### src/rtl/wdt_pkg.sv
package wdt_pkg;

  // Register word select
  typedef enum logic {
    WDT_SEL_MAIN = 1'b0,
    WDT_SEL_LOCK = 1'b1
  } wdt_sel_e;

  // Default count width; the word layout below derives from it
  localparam int WDT_CNT_W_DEF = 15;

  function automatic int wdt_word_w(input int cw);
    return 2 * cw + 2;
  endfunction

endpackage

### src/rtl/wdt_prescaler.sv
module wdt_prescaler #(
  parameter int DIV = 1000000
) (
  input  logic clk,
  input  logic rst_n,
  output logic tick
);

  generate
    if (DIV <= 1) begin : g_bypass
      assign tick = 1'b1;
    end else begin : g_div
      localparam int DIV_W = $clog2(DIV);
      localparam logic [DIV_W-1:0] LAST = DIV_W'(DIV - 1);

      logic [DIV_W-1:0] phase_q;
      logic [DIV_W-1:0] phase_d;
      logic             wrap;

      assign wrap = (phase_q == LAST);

      always_comb begin
        if (wrap) begin
          phase_d = '0;
        end else begin
          phase_d = phase_q + 1'b1;
        end
      end

      always_ff @(posedge clk or negedge rst_n) begin
        if (!rst_n) begin
          phase_q <= '0;
        end else begin
          phase_q <= phase_d;
        end
      end

      assign tick = wrap;
    end
  endgenerate

endmodule

### src/rtl/wdt_counter.sv
module wdt_counter #(
  parameter int CW = 15
) (
  input  logic          clk,
  input  logic          rst_n,
  input  logic          clear,
  input  logic          tick,
  input  logic [CW-1:0] limit,
  output logic [CW-1:0] count,
  output logic          hit
);

  logic [CW-1:0] cnt_q;
  logic [CW-1:0] cnt_d;
  logic          cnt_en;
  logic          armed;

  assign armed = (limit != '0);
  assign hit   = armed && (cnt_q == limit);

  // clock enable: a clear or a tick
  assign cnt_en = clear | tick;

  always_comb begin
    cnt_d = cnt_q;
    if (clear) begin
      cnt_d = '0;
    end else if (tick && !hit) begin
      cnt_d = cnt_q + 1'b1;
    end
  end

  always_ff @(posedge clk or negedge rst_n) begin
    if (!rst_n) begin
      cnt_q <= '0;
    end else if (cnt_en) begin
      cnt_q <= cnt_d;
    end
  end

  assign count = cnt_q;

endmodule

### src/rtl/wdt_expiry.sv
module wdt_expiry (
  input  logic clk,
  input  logic rst_n,
  input  logic clear,
  input  logic hit,
  input  logic rst_en,
  input  logic lock_en,
  output logic expired,
  output logic reset_req,
  output logic lockdown
);

  logic exp_q;
  logic exp_d;
  logic req_q;
  logic req_d;

  always_comb begin
    if (clear) begin
      exp_d = 1'b0;
      req_d = 1'b0;
    end else begin
      exp_d = exp_q | hit;
      req_d = hit & ~exp_q & rst_en;
    end
  end

  always_ff @(posedge clk or negedge rst_n) begin
    if (!rst_n) begin
      exp_q <= 1'b0;
      req_q <= 1'b0;
    end else begin
      exp_q <= exp_d;
      req_q <= req_d;
    end
  end

  assign expired   = exp_q;
  assign reset_req = req_q;
  assign lockdown  = exp_q & lock_en;

endmodule

### src/rtl/wdt_regs.sv
module wdt_regs
  import wdt_pkg::*;
#(
  parameter int CW = 15,
  localparam int WW = 2 * CW + 2
) (
  input  logic          clk,
  input  logic          rst_n,
  input  logic          wr_en,
  input  logic          sel,
  input  logic [WW-1:0] wdata,
  input  logic [CW-1:0] count,
  output logic [WW-1:0] rdata,
  output logic          clear,
  output logic [CW-1:0] limit,
  output logic          rst_en,
  output logic          lock_en
);

  localparam int RSV_BIT = CW;
  localparam int LIM_LO  = CW + 1;
  localparam int LIM_HI  = 2 * CW;
  localparam int EN_BIT  = WW - 1;

  logic          wr_main;
  logic          wr_lock;
  logic [CW-1:0] lim_q;
  logic [CW-1:0] lim_d;
  logic          ren_q;
  logic          ren_d;
  logic          len_q;
  logic          len_d;
  logic          rsv_unused;

  assign wr_main    = wr_en && (wdt_sel_e'(sel) == WDT_SEL_MAIN);
  assign wr_lock    = wr_en && (wdt_sel_e'(sel) == WDT_SEL_LOCK);
  assign rsv_unused = wdata[RSV_BIT];

  always_comb begin
    lim_d = lim_q;
    ren_d = ren_q;
    len_d = len_q;
    if (wr_main) begin
      lim_d = wdata[LIM_HI:LIM_LO];
      ren_d = wdata[EN_BIT];
    end
    if (wr_lock) begin
      len_d = wdata[EN_BIT];
    end
  end

  always_ff @(posedge clk or negedge rst_n) begin
    if (!rst_n) begin
      lim_q <= '0;
      ren_q <= 1'b0;
      len_q <= 1'b0;
    end else begin
      if (wr_main) begin
        lim_q <= lim_d;
        ren_q <= ren_d;
      end
      if (wr_lock) begin
        len_q <= len_d;
      end
    end
  end

  always_comb begin
    rdata = '0;
    case (wdt_sel_e'(sel))
      WDT_SEL_MAIN: begin
        rdata[EN_BIT]        = ren_q;
        rdata[LIM_HI:LIM_LO] = lim_q;
        rdata[RSV_BIT]       = 1'b0;
        rdata[CW-1:0]        = count;
      end
      default: begin
        rdata[EN_BIT] = len_q;
      end
    endcase
  end

  assign clear   = wr_main;
  assign limit   = lim_q;
  assign rst_en  = ren_q;
  assign lock_en = len_q;

endmodule

### src/rtl/tick_watchdog.sv
module tick_watchdog #(
  parameter int CLK_HZ  = 100000000,
  parameter int TICK_HZ = 100,
  parameter int CNT_W   = 15,
  localparam int WORD_W = 2 * CNT_W + 2,
  localparam int DIV    = CLK_HZ / TICK_HZ
) (
  input  logic              clk,
  input  logic              rst_n,
  input  logic              reg_wr,
  input  logic              reg_sel,
  input  logic [WORD_W-1:0] reg_wdata,
  output logic [WORD_W-1:0] reg_rdata,
  output logic              expired,
  output logic              reset_req,
  output logic              lockdown
);

  logic             tick_w;
  logic             clear_w;
  logic [CNT_W-1:0] count_w;
  logic [CNT_W-1:0] limit_w;
  logic             hit_w;
  logic             rst_en_w;
  logic             lock_en_w;

  wdt_prescaler #(.DIV(DIV)) u_presc (
    .clk  (clk),
    .rst_n(rst_n),
    .tick (tick_w)
  );

  wdt_regs #(.CW(CNT_W)) u_regs (
    .clk    (clk),
    .rst_n  (rst_n),
    .wr_en  (reg_wr),
    .sel    (reg_sel),
    .wdata  (reg_wdata),
    .count  (count_w),
    .rdata  (reg_rdata),
    .clear  (clear_w),
    .limit  (limit_w),
    .rst_en (rst_en_w),
    .lock_en(lock_en_w)
  );

  wdt_counter #(.CW(CNT_W)) u_cnt (
    .clk  (clk),
    .rst_n(rst_n),
    .clear(clear_w),
    .tick (tick_w),
    .limit(limit_w),
    .count(count_w),
    .hit  (hit_w)
  );

  wdt_expiry u_exp (
    .clk      (clk),
    .rst_n    (rst_n),
    .clear    (clear_w),
    .hit      (hit_w),
    .rst_en   (rst_en_w),
    .lock_en  (lock_en_w),
    .expired  (expired),
    .reset_req(reset_req),
    .lockdown (lockdown)
  );

endmodule

### config.mk
export PLATFORM = sky130hd
export DESIGN_NAME = tick_watchdog
export DESIGN_NICKNAME = d
export VERILOG_FILES = /design/src/rtl/wdt_pkg.sv /design/src/rtl/wdt_prescaler.sv /design/src/rtl/wdt_counter.sv /design/src/rtl/wdt_expiry.sv /design/src/rtl/wdt_regs.sv /design/src/rtl/tick_watchdog.sv
export SDC_FILE = /design/constraint.sdc
export NUM_CORES = 1
export LEC_CHECK = 0
export ABC_AREA = 1
export BUFFER_PORTS_ARGS = -buffer_cell sky130_fd_sc_hd__clkbuf_2
export CAP_MARGIN = 15
export CORE_MARGIN = 2
export CORE_UTILIZATION = 34
export CTS_BUF_LIST = sky130_fd_sc_hd__clkbuf_4 sky130_fd_sc_hd__clkbuf_8
export CTS_CLUSTER_SIZE = 30
export DETAILED_ROUTE_END_ITERATION = 16
export PLACE_DENSITY = 0.65
export SLEW_MARGIN = 20
export SYNTH_ARGS = -nofsm -noshare
export SYNTH_HDL_FRONTEND = slang
export SYNTH_SLANG_ARGS = --single-unit
### constraint.sdc
create_clock -name clk -period 1.5 [get_ports clk]
set_input_delay 0.075 -clock clk [delete_from_list [all_inputs] [get_ports clk]]
set_output_delay 0.075 -clock clk [all_outputs]
set_load 0.005 [all_outputs]
==> flow_summary.ini, run 1 <==
[timing]
rsz0062_at_grt = true
slew_headroom = 0.3469
tightest_slew_ns = 0.9785
timing.hold.ws_ns = 0.01118
finalSetupViolations = 19
period_minus_slack_ns = 1.560
finalCritPeriodShare = 1.040
fin_skew_ns = 0.01078
hold_viol = 0
drv_slew = 0
fmax_mhz = 641.1
setup_slack_ns = -0.05974

[cells_and_area]
num_antenna_cells = 0
layout_common_cells = nand2_1, nor2_1, inv_1
regArea_um2 = 1355
layout.nets = 620
multi_input_area_um2 = 1670
drive_above_1_share = 0.2715
final_common_cell = nand2_1
synthToLayoutAreaGrowth_pct = 33.22
fillerInstances = 913

[synthesis]
yosysWarningCount = 0
synth_compound_area_frac = 0.04295
synthXorXnorAreaFrac = 0.04523
synth_cells = 473
yosys.area.top_type = dfrtp_1
yosys.area_share.simple = 0.3793
avgSynthCellArea_um2 = 6.960
netlist_area_um2 = 3292
synth_seq_cells = 54
async_flop_share = 1.000
synth_area_leaders = dfrtp_1, nand2_1, nor2_1
seq_area_frac_synth = 0.4105
synth_ff_type = dfrtp_1
synth.distinct_cells = 31
synth_top_family_by_area = simple AND/OR/NAND/NOR gates
synth_edf_count = 0
yosys.area_share.adder = 0.007602
syn_nets = 511
yosysTopAreaCellShare = 0.4105
synthMuxAreaShare = 0.003421

[worst_setup_path]
crit_required_ns = 1.70
crit_path_max_incr_delay_ns = 0.39
end_kind = flip-flop
cp_max_fo = 7
criticalPathCategory = reg2reg
reg2reg_depth = 9
crit_chain = nor2_1 > nand3b_1 > nor2_1 > nand3_1 > nor2_4 > buf_12 > nand2_4 > nand3_1 > nand2_1
arrival_ns = 1.76
critPathSlowestCell = dfrtp_1
startpoint_type = flip-flop

[floorplanning]
die_w_um = 102.4
io_pins = 71
rows = 35
dieArea_um2 = 10480
dieHeight_um = 102.4
initial_utilization = 0.3529
fp.coreArea_um2 = 9328

[detailed_routing]
drcViolationCount = 0
ant_nets = 0
routedWlPerCell_um = 12.24
vias = 3394
viasPerCell = 4.774
drt_iter0_markers = 136
drtPass1Iterations = 5
wl_mm = 8.703

[global_route]
grt_max_degree = 55
grt-ovfl-total = 0
grt_pass1_vias = 3180
grt_pass1_wl_mm = 14.48
grt_use_total = 0.1731
antenna_found_initial = 0

[pwr]
ir_drop_mv = 0.4523
p_leak_uw = 0.002288
power_density_nw_per_um2 = 629.3

[cts]
cts_buffers = 5
clock-sinks = 54
clk_pin_slew_ns = 0.09
cts_root_buffer = clkbuf_8
clk_latency_ns = 0.31
clock_path_buffers = 2
cts_max_level = 2
cts_tree = done

[run]
maxCapViolCount = 0

[hold_path]
hold_depth = 3
hold_class = in2reg

[run_status]
violations = negative setup slack
status = finished with violations

[place]
hpwl_mm = 6.315
io_buffer_count = 53
place_congestion = 0.9018
dpl_worst_slack_ns = -0.06935
[worst max-delay path: cells and delay by family (launching register included)]
family | cells | cell delay (ns)
and+or+nand+nor | 8 | 0.93
DFF | 1 | 0.39
buffers and inverters | 1 | 0.13
[flip-flops by register name, indices dropped and copies added, names as in the netlist]
register and cells:
u_regs.lock_en 1, u_regs.rst_en 1, u_exp.reset_req 1, u_cnt.count 15
u_regs.limit 15, u_exp.expired 1, u_presc.g_div.phase_q 20
[layer usage]
| metal | share of wire | up-vias | global-route usage |
|---|---|---|---|
| li1 | - | 1705 | - |
| met1 | 0.45 | 1575 | 0.2357 |
| met2 | 0.48 | 93 | 0.2794 |
| met3 | 0.045 | 21 | 0.02531 |
| met4 | 0.027 | 0 | 0.06667 |
| met5 | 0 | - | 0 |
[cells in the mapped netlist (2+ instances only)]
library cell,instances
inv_1,55
nand2_1,124
nor3_1,4
a21oi_1,5
nor4_1,2
dfrtp_1,54
nor2_4,2
clkbuf_1,10
inv_2,17
nor2_2,3
nor3_2,2
nand4_1,29
nand3b_1,2
buf_2,7
nor2_1,71
ha_1,2
xor2_1,15
xnor2_1,2
o21ai_0,18
nand3_1,38
[timing repair]
item / 4_1_cts / 5_1_grt
pin swaps: 4 / 9
setup endpoints to repair: 18 / 32
hold endpoints to repair: 69 / 0
buffers inserted: 10 / 0
gates resized for setup: 7 / 14
gates cloned: 1 / 0
hold buffers: 16 / 0
[through the flow]
stage	instance area [um2]	setup TNS (ns)	util	power, uW	cells
finish	4385	-0.7834	0.4702	2760	711
global route	4385	-3.600	0.4702	2903	711
CTS	4342	-0.8591	0.4655	2799	711
detailed placement	3970	-0.8509	0.4256	1936	677
global placement	3970	-0.1291	0.4256	1928	677
floorplan	3318	0	-	1776	473
[path summary, 6_finish.rpt]
| kind | start | to | slack [ns] |
|---|---|---|---|
| hold / removal | reg_wdata[31] | u_regs.lock_en$_DFFE_PN0P_ | 0.01 |
| setup / recovery | u_presc.g_div.phase_q[12]$_DFF_PN0_ | u_cnt.count[2]$_DFFE_PN0P_ | -0.06 |
| hold reg to reg | u_exp.expired$_DFF_PN0_ | u_exp.reset_req$_DFF_PN0_ | 0.50 |
| setup reg to reg | u_presc.g_div.phase_q[12]$_DFF_PN0_ | u_cnt.count[2]$_DFFE_PN0P_ | -0.06 |
| min in group asynchronous | rst_n | u_presc.g_div.phase_q[19]$_DFF_PN0_ | 0.29 |
| max in group asynchronous | rst_n | u_cnt.count[2]$_DFFE_PN0P_ | 0.94 |
[cell families (layout without fill, tap and decap cells)]
group,count (synthesis),in the layout
and+or+nand+nor,280,281
buffers and inverters,91,199
AOI/OAI and AO/OA,27,27
other,1,1
muxes,1,1
DFF,54,54
xor gates and xnor gates,17,17
adders and majority gates,2,2
[report_power, final]
part | internal, uW | switching, uW
sequential | 1510 | 31.5
combinational | 159 | 240
clock | 359 | 457
total | 2030 | 728
[final cells by class]
class | count | area share
timing repair buffer | 120 | 0.1926
inverter | 72 | 0.06163
tap | 129 | 0.03680
clock buffer | 7 | 0.01912
multi-input combinational | 329 | 0.3809
sequential | 54 | 0.3090
No activity file was read; power rests on OpenSTA's default activity.
==> run 2: changes to the inputs <==
--- a/config.mk
+++ b/config.mk
@@ -5,7 +5,6 @@
 export SDC_FILE = /design/constraint.sdc
 export NUM_CORES = 1
 export LEC_CHECK = 0
-export ABC_AREA = 1
 export BUFFER_PORTS_ARGS = -buffer_cell sky130_fd_sc_hd__clkbuf_2
 export CAP_MARGIN = 15
 export CORE_MARGIN = 2
@@ -13,7 +12,7 @@
 export CTS_BUF_LIST = sky130_fd_sc_hd__clkbuf_4 sky130_fd_sc_hd__clkbuf_8
 export CTS_CLUSTER_SIZE = 30
 export DETAILED_ROUTE_END_ITERATION = 16
-export PLACE_DENSITY = 0.65
+export PLACE_DENSITY = 0.66
 export SLEW_MARGIN = 20
 export SYNTH_ARGS = -nofsm -noshare
 export SYNTH_HDL_FRONTEND = slang
==> constraint.sdc (replaced) <==
create_clock -name clk -period 1.3 [get_ports clk]
set_input_delay 0.065 -clock clk [delete_from_list [all_inputs] [get_ports clk]]
set_output_delay 0.065 -clock clk [all_outputs]
set_load 0.005 [all_outputs]
==> run 2 against run 1 <==
The flow still finishes with violations (negative setup slack). Power is 28% higher. Flip-flop and latch count stayed put. Register-to-register slack got worse by 1.0 ns. Design area rose by 2.8%. Fmax decreased by 34%. Sequential power up 18%. Non-clock buffer count rose by 47. Final cell count down 17%. Utilization increased by 7.8 points.
==> flow_summary.ini, run 2 <==
[run_status]
status = finished with violations
violations = negative setup slack

[cells_and_area]
fillerInstances = 721
largest_register_ffs = 20
layout.nets = 521
drive_above_1_share = 0.4091
final_common_cell = buf_4
final_cell_area_um2 = 4508
num_antenna_cells = 0
layout_common_cells = buf_4, nand2_1, dfrtp_1
largest_register = u_presc.g_div.phase_q
synthToLayoutAreaGrowth_pct = 56.92

[global_route]
grt_use_total = 0.1866
antenna_found_initial = 0
grt-ovfl-total = 0
grt_max_degree = 40
grt_pass1_wl_mm = 13.25
grt_pass1_vias = 2848

[worst_setup_path]
critPathSlowestCell = or4_1
r2r-start = u_presc.g_div.phase_q[15]$_DFF_PN0_
cp_max_fo = 4
path_buf_inv = 0
crit_required_ns = 1.55
arrival_ns = 2.62
end_kind = flip-flop
crit_start = u_presc.g_div.phase_q[15]$_DFF_PN0_
crit_chain = or4_1 > or4_4 > nor2b_4 > nand3_2 > or4_1 > a21oi_1
critical-path-top-cell-by-count = or4_1
crit_path_max_incr_delay_ns = 0.53
crit_family = simple AND/OR/NAND/NOR gates
startpoint_type = flip-flop
criticalPathCategory = reg2reg

[detailed_routing]
routedWlPerCell_um = 14.32
drtPass1Iterations = 4
wl_mm = 8.434
drt_iter0_markers = 89
drcViolationCount = 0
vias = 2918
viasPerCell = 4.954
ant_nets = 0

[timing]
finalSetupViolations = 33
drv_slew = 0
setup_slack_ns = -1.070
period_minus_slack_ns = 2.370
rsz0062_at_grt = true
finalCritPeriodShare = 1.823
fmax_mhz = 421.9
fin_skew_ns = 0.009832
hold_viol = 0

[cts]
cts_root_buffer = clkbuf_8
clock-sinks = 54
clock_path_buffers = 2
cts_buffers = 5
clk_pin_slew_ns = 0.10
cts_max_level = 2
cts_tree = done
clk_latency_ns = 0.32

[place]
hpwl_mm = 5.724
io_buffer_count = 53
place_area_um2 = 3851
place_congestion = 0.9646

[synthesis]
yosysTopAreaCellShare = 0.4704
synth_compound_area_frac = 0.05662
synth_cells = 320
synth.distinct_cells = 37
netlist_area_um2 = 2873
async_flop_share = 1.000
synth_area_leaders = dfrtp_1, nand2_1, xor2_1
avgSynthCellArea_um2 = 8.977
syn_nets = 358
yosysMostFrequentCell = nand2_1
yosys.area_share.simple = 0.3301
synth_ff_type = dfrtp_1
synth_edf_count = 0
seq_area_frac_synth = 0.4704
yosys-top-cells-count = nand2_1, dfrtp_1, nor2b_1, xor2_1, nor2_1
synth_seq_cells = 54
synthXorXnorAreaFrac = 0.09756
synthMuxAreaShare = 0.01132
yosys.area_share.adder = 0.008711
yosysWarningCount = 0
yosys.area.top_type = dfrtp_1
synth_top_family_by_area = simple AND/OR/NAND/NOR gates

[pwr]
ir_drop_mv = 0.4403
p_total_uw = 3524
p_leak_uw = 0.002275
power_density_nw_per_um2 = 781.8

[hold_path]
hold_class = in2reg
hold_start = reg_wr

[floorplanning]
dieHeight_um = 95.92
rows = 33
fp.coreArea_um2 = 8217
dieArea_um2 = 9201
die_w_um = 95.92
io_pins = 71
initial_utilization = 0.3496

[run]
maxCapViolCount = 0
==> run 2: cell types whose count changed after synthesis, moves of 10 or more <==
cell     change
inv_1       -53
inv_2       -17
nand2_1     -54
nand3_1     -26
nand4_1     -22
nor2_1      -51
nor2b_1     +31
o21ai_0     -10
xor2_1      +12
==> run 2: through the flow <==
| step | setup TNS, ns | cells | setup slack (ns) | utilization | hold slack, ns |
|---|---|---|---|---|---|
| after floorplan | -19.99 | 320 | -0.9322 | - | -0.2306 |
| after global placement | -20.31 | 547 | -0.9633 | 0.4687 | 0.01939 |
| after detailed placement | -21.77 | 547 | -1.059 | 0.4687 | 0.03198 |
| after CTS | -24.44 | 584 | -1.019 | 0.5305 | 0.08749 |
| after global routing | -27.13 | 589 | -1.149 | 0.5487 | 0.09422 |
| final | -24.38 | 589 | -1.070 | 0.5487 | 0.09542 |
==> run 2: kinds of logic (layout without fill, tap and decap cells) <==
family                   count (synthesis)  after routing
buffers and inverters                   15            177
AO/OA/AOI/OAI                           27             29
XOR/XNOR                                32             32
other                                    1              1
flip-flops                              54             54
multiplexers                             3              3
adder cells (fa/ha/maj)                  2              2
AND/OR/NAND/NOR                        186            186
==> run 2: per-layer routing <==
layer,GRT usage,wire (um),up-vias
met5,0,0,-
li1,-,-,1411
met3,0.02741,389,17
met4,0.06310,186,0
met1,0.2297,3509,1413
met2,0.3333,4348,77
==> run 2: cell type report <==
| class | count | area [um2] | area share |
|---|---|---|---|
| Clock buffer | 7 | 90.09 | 0.01998 |
| Clock inverter | 1 | 5.005 | 0.001110 |
| Inverter | 2 | 7.507 | 0.001665 |
| Multi-Input combinational cell | 253 | 1679 | 0.3725 |
| Sequential cell | 54 | 1355 | 0.3006 |
| Tap cell | 105 | 131.4 | 0.02914 |
| Timing Repair Buffer | 167 | 1240 | 0.2750 |
==> run 2: tightest hold or removal path, cell delays in order <==
cell,delay (ns)
clkbuf_2,0.10
nand2_1,0.07
mux2_2,0.14
==> run 2: path summary, 6_finish.rpt <==
kind / depth (start not counted) / slack [ns] / to
worst max-delay path: 6 / -1.07 / u_cnt.count[14]$_DFFE_PN0P_
worst min-delay path: 3 / 0.1 / u_regs.lock_en$_DFFE_PN0P_
worst max register to register: 6 / -1.07 / u_cnt.count[14]$_DFFE_PN0P_
worst min register to register: 1 / 0.54 / u_regs.lock_en$_DFFE_PN0P_
max in group asynchronous: 3 / 0.52 / u_cnt.count[2]$_DFFE_PN0P_
min in group asynchronous: 2 / 0.21 / u_exp.reset_req$_DFF_PN0_
==> run 2: power by group <==
group,internal (uW),switching [uW]
Combinational,359,335
Clock,452,553
Sequential,1750,76.7
Total,2560,966
==> run 2: repair_timing <==
action,4_1_cts,5_1_grt
hold buffers,17,0
hold endpoints to repair,31,0
setup endpoints to repair,35,40
pin swaps,23,16
gates cloned,2,0
buffers inserted,10,9
resized for setup,33,31
==> run 3: changes to the inputs <==
--- a/config.mk
+++ b/config.mk
@@ -7,12 +7,15 @@
 export LEC_CHECK = 0
 export BUFFER_PORTS_ARGS = -buffer_cell sky130_fd_sc_hd__clkbuf_2
 export CAP_MARGIN = 15
+export CELL_PAD_IN_SITES_DETAIL_PLACEMENT = 1
+export CELL_PAD_IN_SITES_GLOBAL_PLACEMENT = 1
 export CORE_MARGIN = 2
 export CORE_UTILIZATION = 34
 export CTS_BUF_LIST = sky130_fd_sc_hd__clkbuf_4 sky130_fd_sc_hd__clkbuf_8
 export CTS_CLUSTER_SIZE = 30
 export DETAILED_ROUTE_END_ITERATION = 16
-export PLACE_DENSITY = 0.66
+export HOLD_SLACK_MARGIN = 0.1
+export PLACE_DENSITY = 0.82
 export SLEW_MARGIN = 20
 export SYNTH_ARGS = -nofsm -noshare
 export SYNTH_HDL_FRONTEND = slang
==> run 3 against run 2 <==
The flow still finishes with violations (negative setup slack). Via count grew 20%. Clock power grew 45%. Hold slack gained 0.055 ns. Die area is the same. Global-route usage grew 9.1 points. Non-clock buffer count grew 12. Critical path depth grew 3. Clock-buffer cell count shrank 1. Fmax shrank 7.7%. Flip-flop and latch count is the same. Final cell count grew 2.2%.
==> flow_summary.ini, run 3 (same netlist as run 2, synthesis figures left out) <==
[pwr]
ir_drop_mv = 1.019
p_leak_uw = 0.002406
p_total_uw = 4068
power_density_nw_per_um2 = 835.4

[place]
hpwl_mm = 6.983
io_buffer_count = 53
place_congestion = 0.8646
dp_cells = 548
place_area_um2 = 3859
dpl_worst_slack_ns = -1.100

[run_status]
violations = negative setup slack
status = finished with violations

[timing]
finalCritPeriodShare = 1.975
fin_skew_ns = 0.006479
rsz0062_at_grt = true
setup_slack_ns = -1.267
tightest_slew_ns = 0.5574
hold_viol = 0
period_minus_slack_ns = 2.567
slew_headroom = 0.6267
fmax_mhz = 389.5
drv_slew = 0
finalSetupViolations = 41

[cts]
cts_max_level = 2
cts_buffers = 5
clock_path_buffers = 2
clock-sinks = 54
clk_latency_ns = 0.33
cts_root_buffer = clkbuf_8
cts_tree = done
clk_pin_slew_ns = 0.10

[floorplanning]
fp.coreArea_um2 = 8217
rows = 33
initial_utilization = 0.3496
dieHeight_um = 95.92
die_w_um = 95.92
dieArea_um2 = 9201
io_pins = 71

[cells_and_area]
final_common_cell = buf_4
drive_above_1_share = 0.4809
largest_register_ffs = 20
fin_util = 0.5927
largest_register = u_presc.g_div.phase_q
layout_common_cells = buf_4, nand2_1, dfrtp_1
final_cell_area_um2 = 4870
synthToLayoutAreaGrowth_pct = 69.51
fillerInstances = 901
fin_cells = 602
layout.nets = 534
num_antenna_cells = 0

[worst_setup_path]
crit_chain = or4_1 > or4_4 > nor2b_4 > buf_12 > buf_6 > o21ai_4 > buf_4 > mux2i_1 > nor2_1
crit_family = simple AND/OR/NAND/NOR gates
criticalPathCategory = reg2reg
crit_path_max_incr_delay_ns = 0.56
crit_required_ns = 1.51
arrival_ns = 2.78
rrSetupSlack_ns = -1.27
critPathSlowestCell = or4_1
cp_max_fo = 5
path_buf_inv = 3
startpoint_type = flip-flop
end_kind = flip-flop

[detailed_routing]
drtPass1Iterations = 5
drt_iter0_markers = 348
drcViolationCount = 0
viasPerCell = 5.804
wl_mm = 15.44
ant_nets = 0
routedWlPerCell_um = 25.64
vias = 3494

[global_route]
antenna_found_initial = 0
grt_max_degree = 55
grt-ovfl-total = 0
grt_use_total = 0.2778
grt_pass1_vias = 3488
grt_pass1_wl_mm = 18.98

[run]
maxCapViolCount = 0

[hold_path]
hold_class = in2reg
[run 3: changes by cell type in the layout (fill, tap and decap cells not counted), moves of 4 or more]
| cell | previous run | this run |
|---|---|---|
| buf_4 | 79 | 89 |
| a21oi_1 | 8 | 1 |
| a21oi_2 | 1 | 7 |
| or3_1 | 7 | 2 |
| or3_4 | 0 | 5 |
| nor4_1 | 5 | 1 |
[run 3: timing repair]
action / 4_1_cts / 5_1_grt
pin swaps: 11 / 25
hold buffers: 18 / 0
hold endpoints to repair: 71 / 0
setup buffers: 15 / 16
endpoints found under the setup margin: 35 / 41
gates resized for setup: 35 / 67
cloned: 1 / 2
[run 3: power by group]
| part | internal, uW | switching, uW | leakage, uW |
|---|---|---|---|
| sequential | 1750 | 82.0 | 0.000711 |
| combinational | 341 | 437 | 0.00162 |
| clock | 823 | 640 | 0.0000714 |
[run 3: metrics by stage]
| stage | setup TNS [ns] | hold WS (ns) |
|---|---|---|
| final | -30.57 | 0.1500 |
| after CTS | -24.15 | 0.1256 |
| after global routing | -32.10 | 0.1522 |
| after detailed placement | -23.11 | 0.08904 |
| after floorplan | -19.99 | -0.2306 |
| after global placement | -20.72 | 0.08992 |
[run 3: layer usage]
| metal | routed length [um] | GRT usage | vias to the layer above |
|---|---|---|---|
| li1 | - | - | 1440 |
| met1 | 5894 | 0.3322 | 1744 |
| met2 | 7575 | 0.4854 | 228 |
| met3 | 1001 | 0.05873 | 82 |
| met4 | 964 | 0.1119 | 0 |
| met5 | 0 | 0 | - |
[run 3: layout make-up]
class	count	area (um2)	share of cell area
multi-input cells	254	1879	0.3859
repair buffers	179	1354	0.2780
flip-flops and latches	54	1353	0.2777
well taps	105	131.4	0.02698
clock buffers	6	82.58	0.01696
clock inverters	2	60.06	0.01233
inverters	2	10.01	0.002055
[run 3: worst paths after layout]
check,from,end,cells after the start
worst min-delay path,reg_sel,u_regs.lock_en$_DFFE_PN0P_,3
worst max register to register,u_presc.g_div.phase_q[15]$_DFF_PN0_,u_cnt.count[1]$_DFFE_PN0P_,9
worst max-delay path,u_presc.g_div.phase_q[15]$_DFF_PN0_,u_cnt.count[1]$_DFFE_PN0P_,9
max in group asynchronous,rst_n,u_cnt.count[9]$_DFFE_PN0P_,3
worst min register to register,u_regs.lock_en$_DFFE_PN0P_,u_regs.lock_en$_DFFE_PN0P_,1
min in group asynchronous,rst_n,u_presc.g_div.phase_q[16]$_DFF_PN0_,3
[run 3: worst register-to-register path, stage by stage (launching register included)]
cell and delay (ns):
dfrtp_1 0.42, or4_1 0.56, or4_4 0.48, nor2b_4 0.15, buf_12 0.14, buf_6 0.12, o21ai_4 0.08, buf_4 0.16
mux2i_1 0.26, nor2_1 0.09
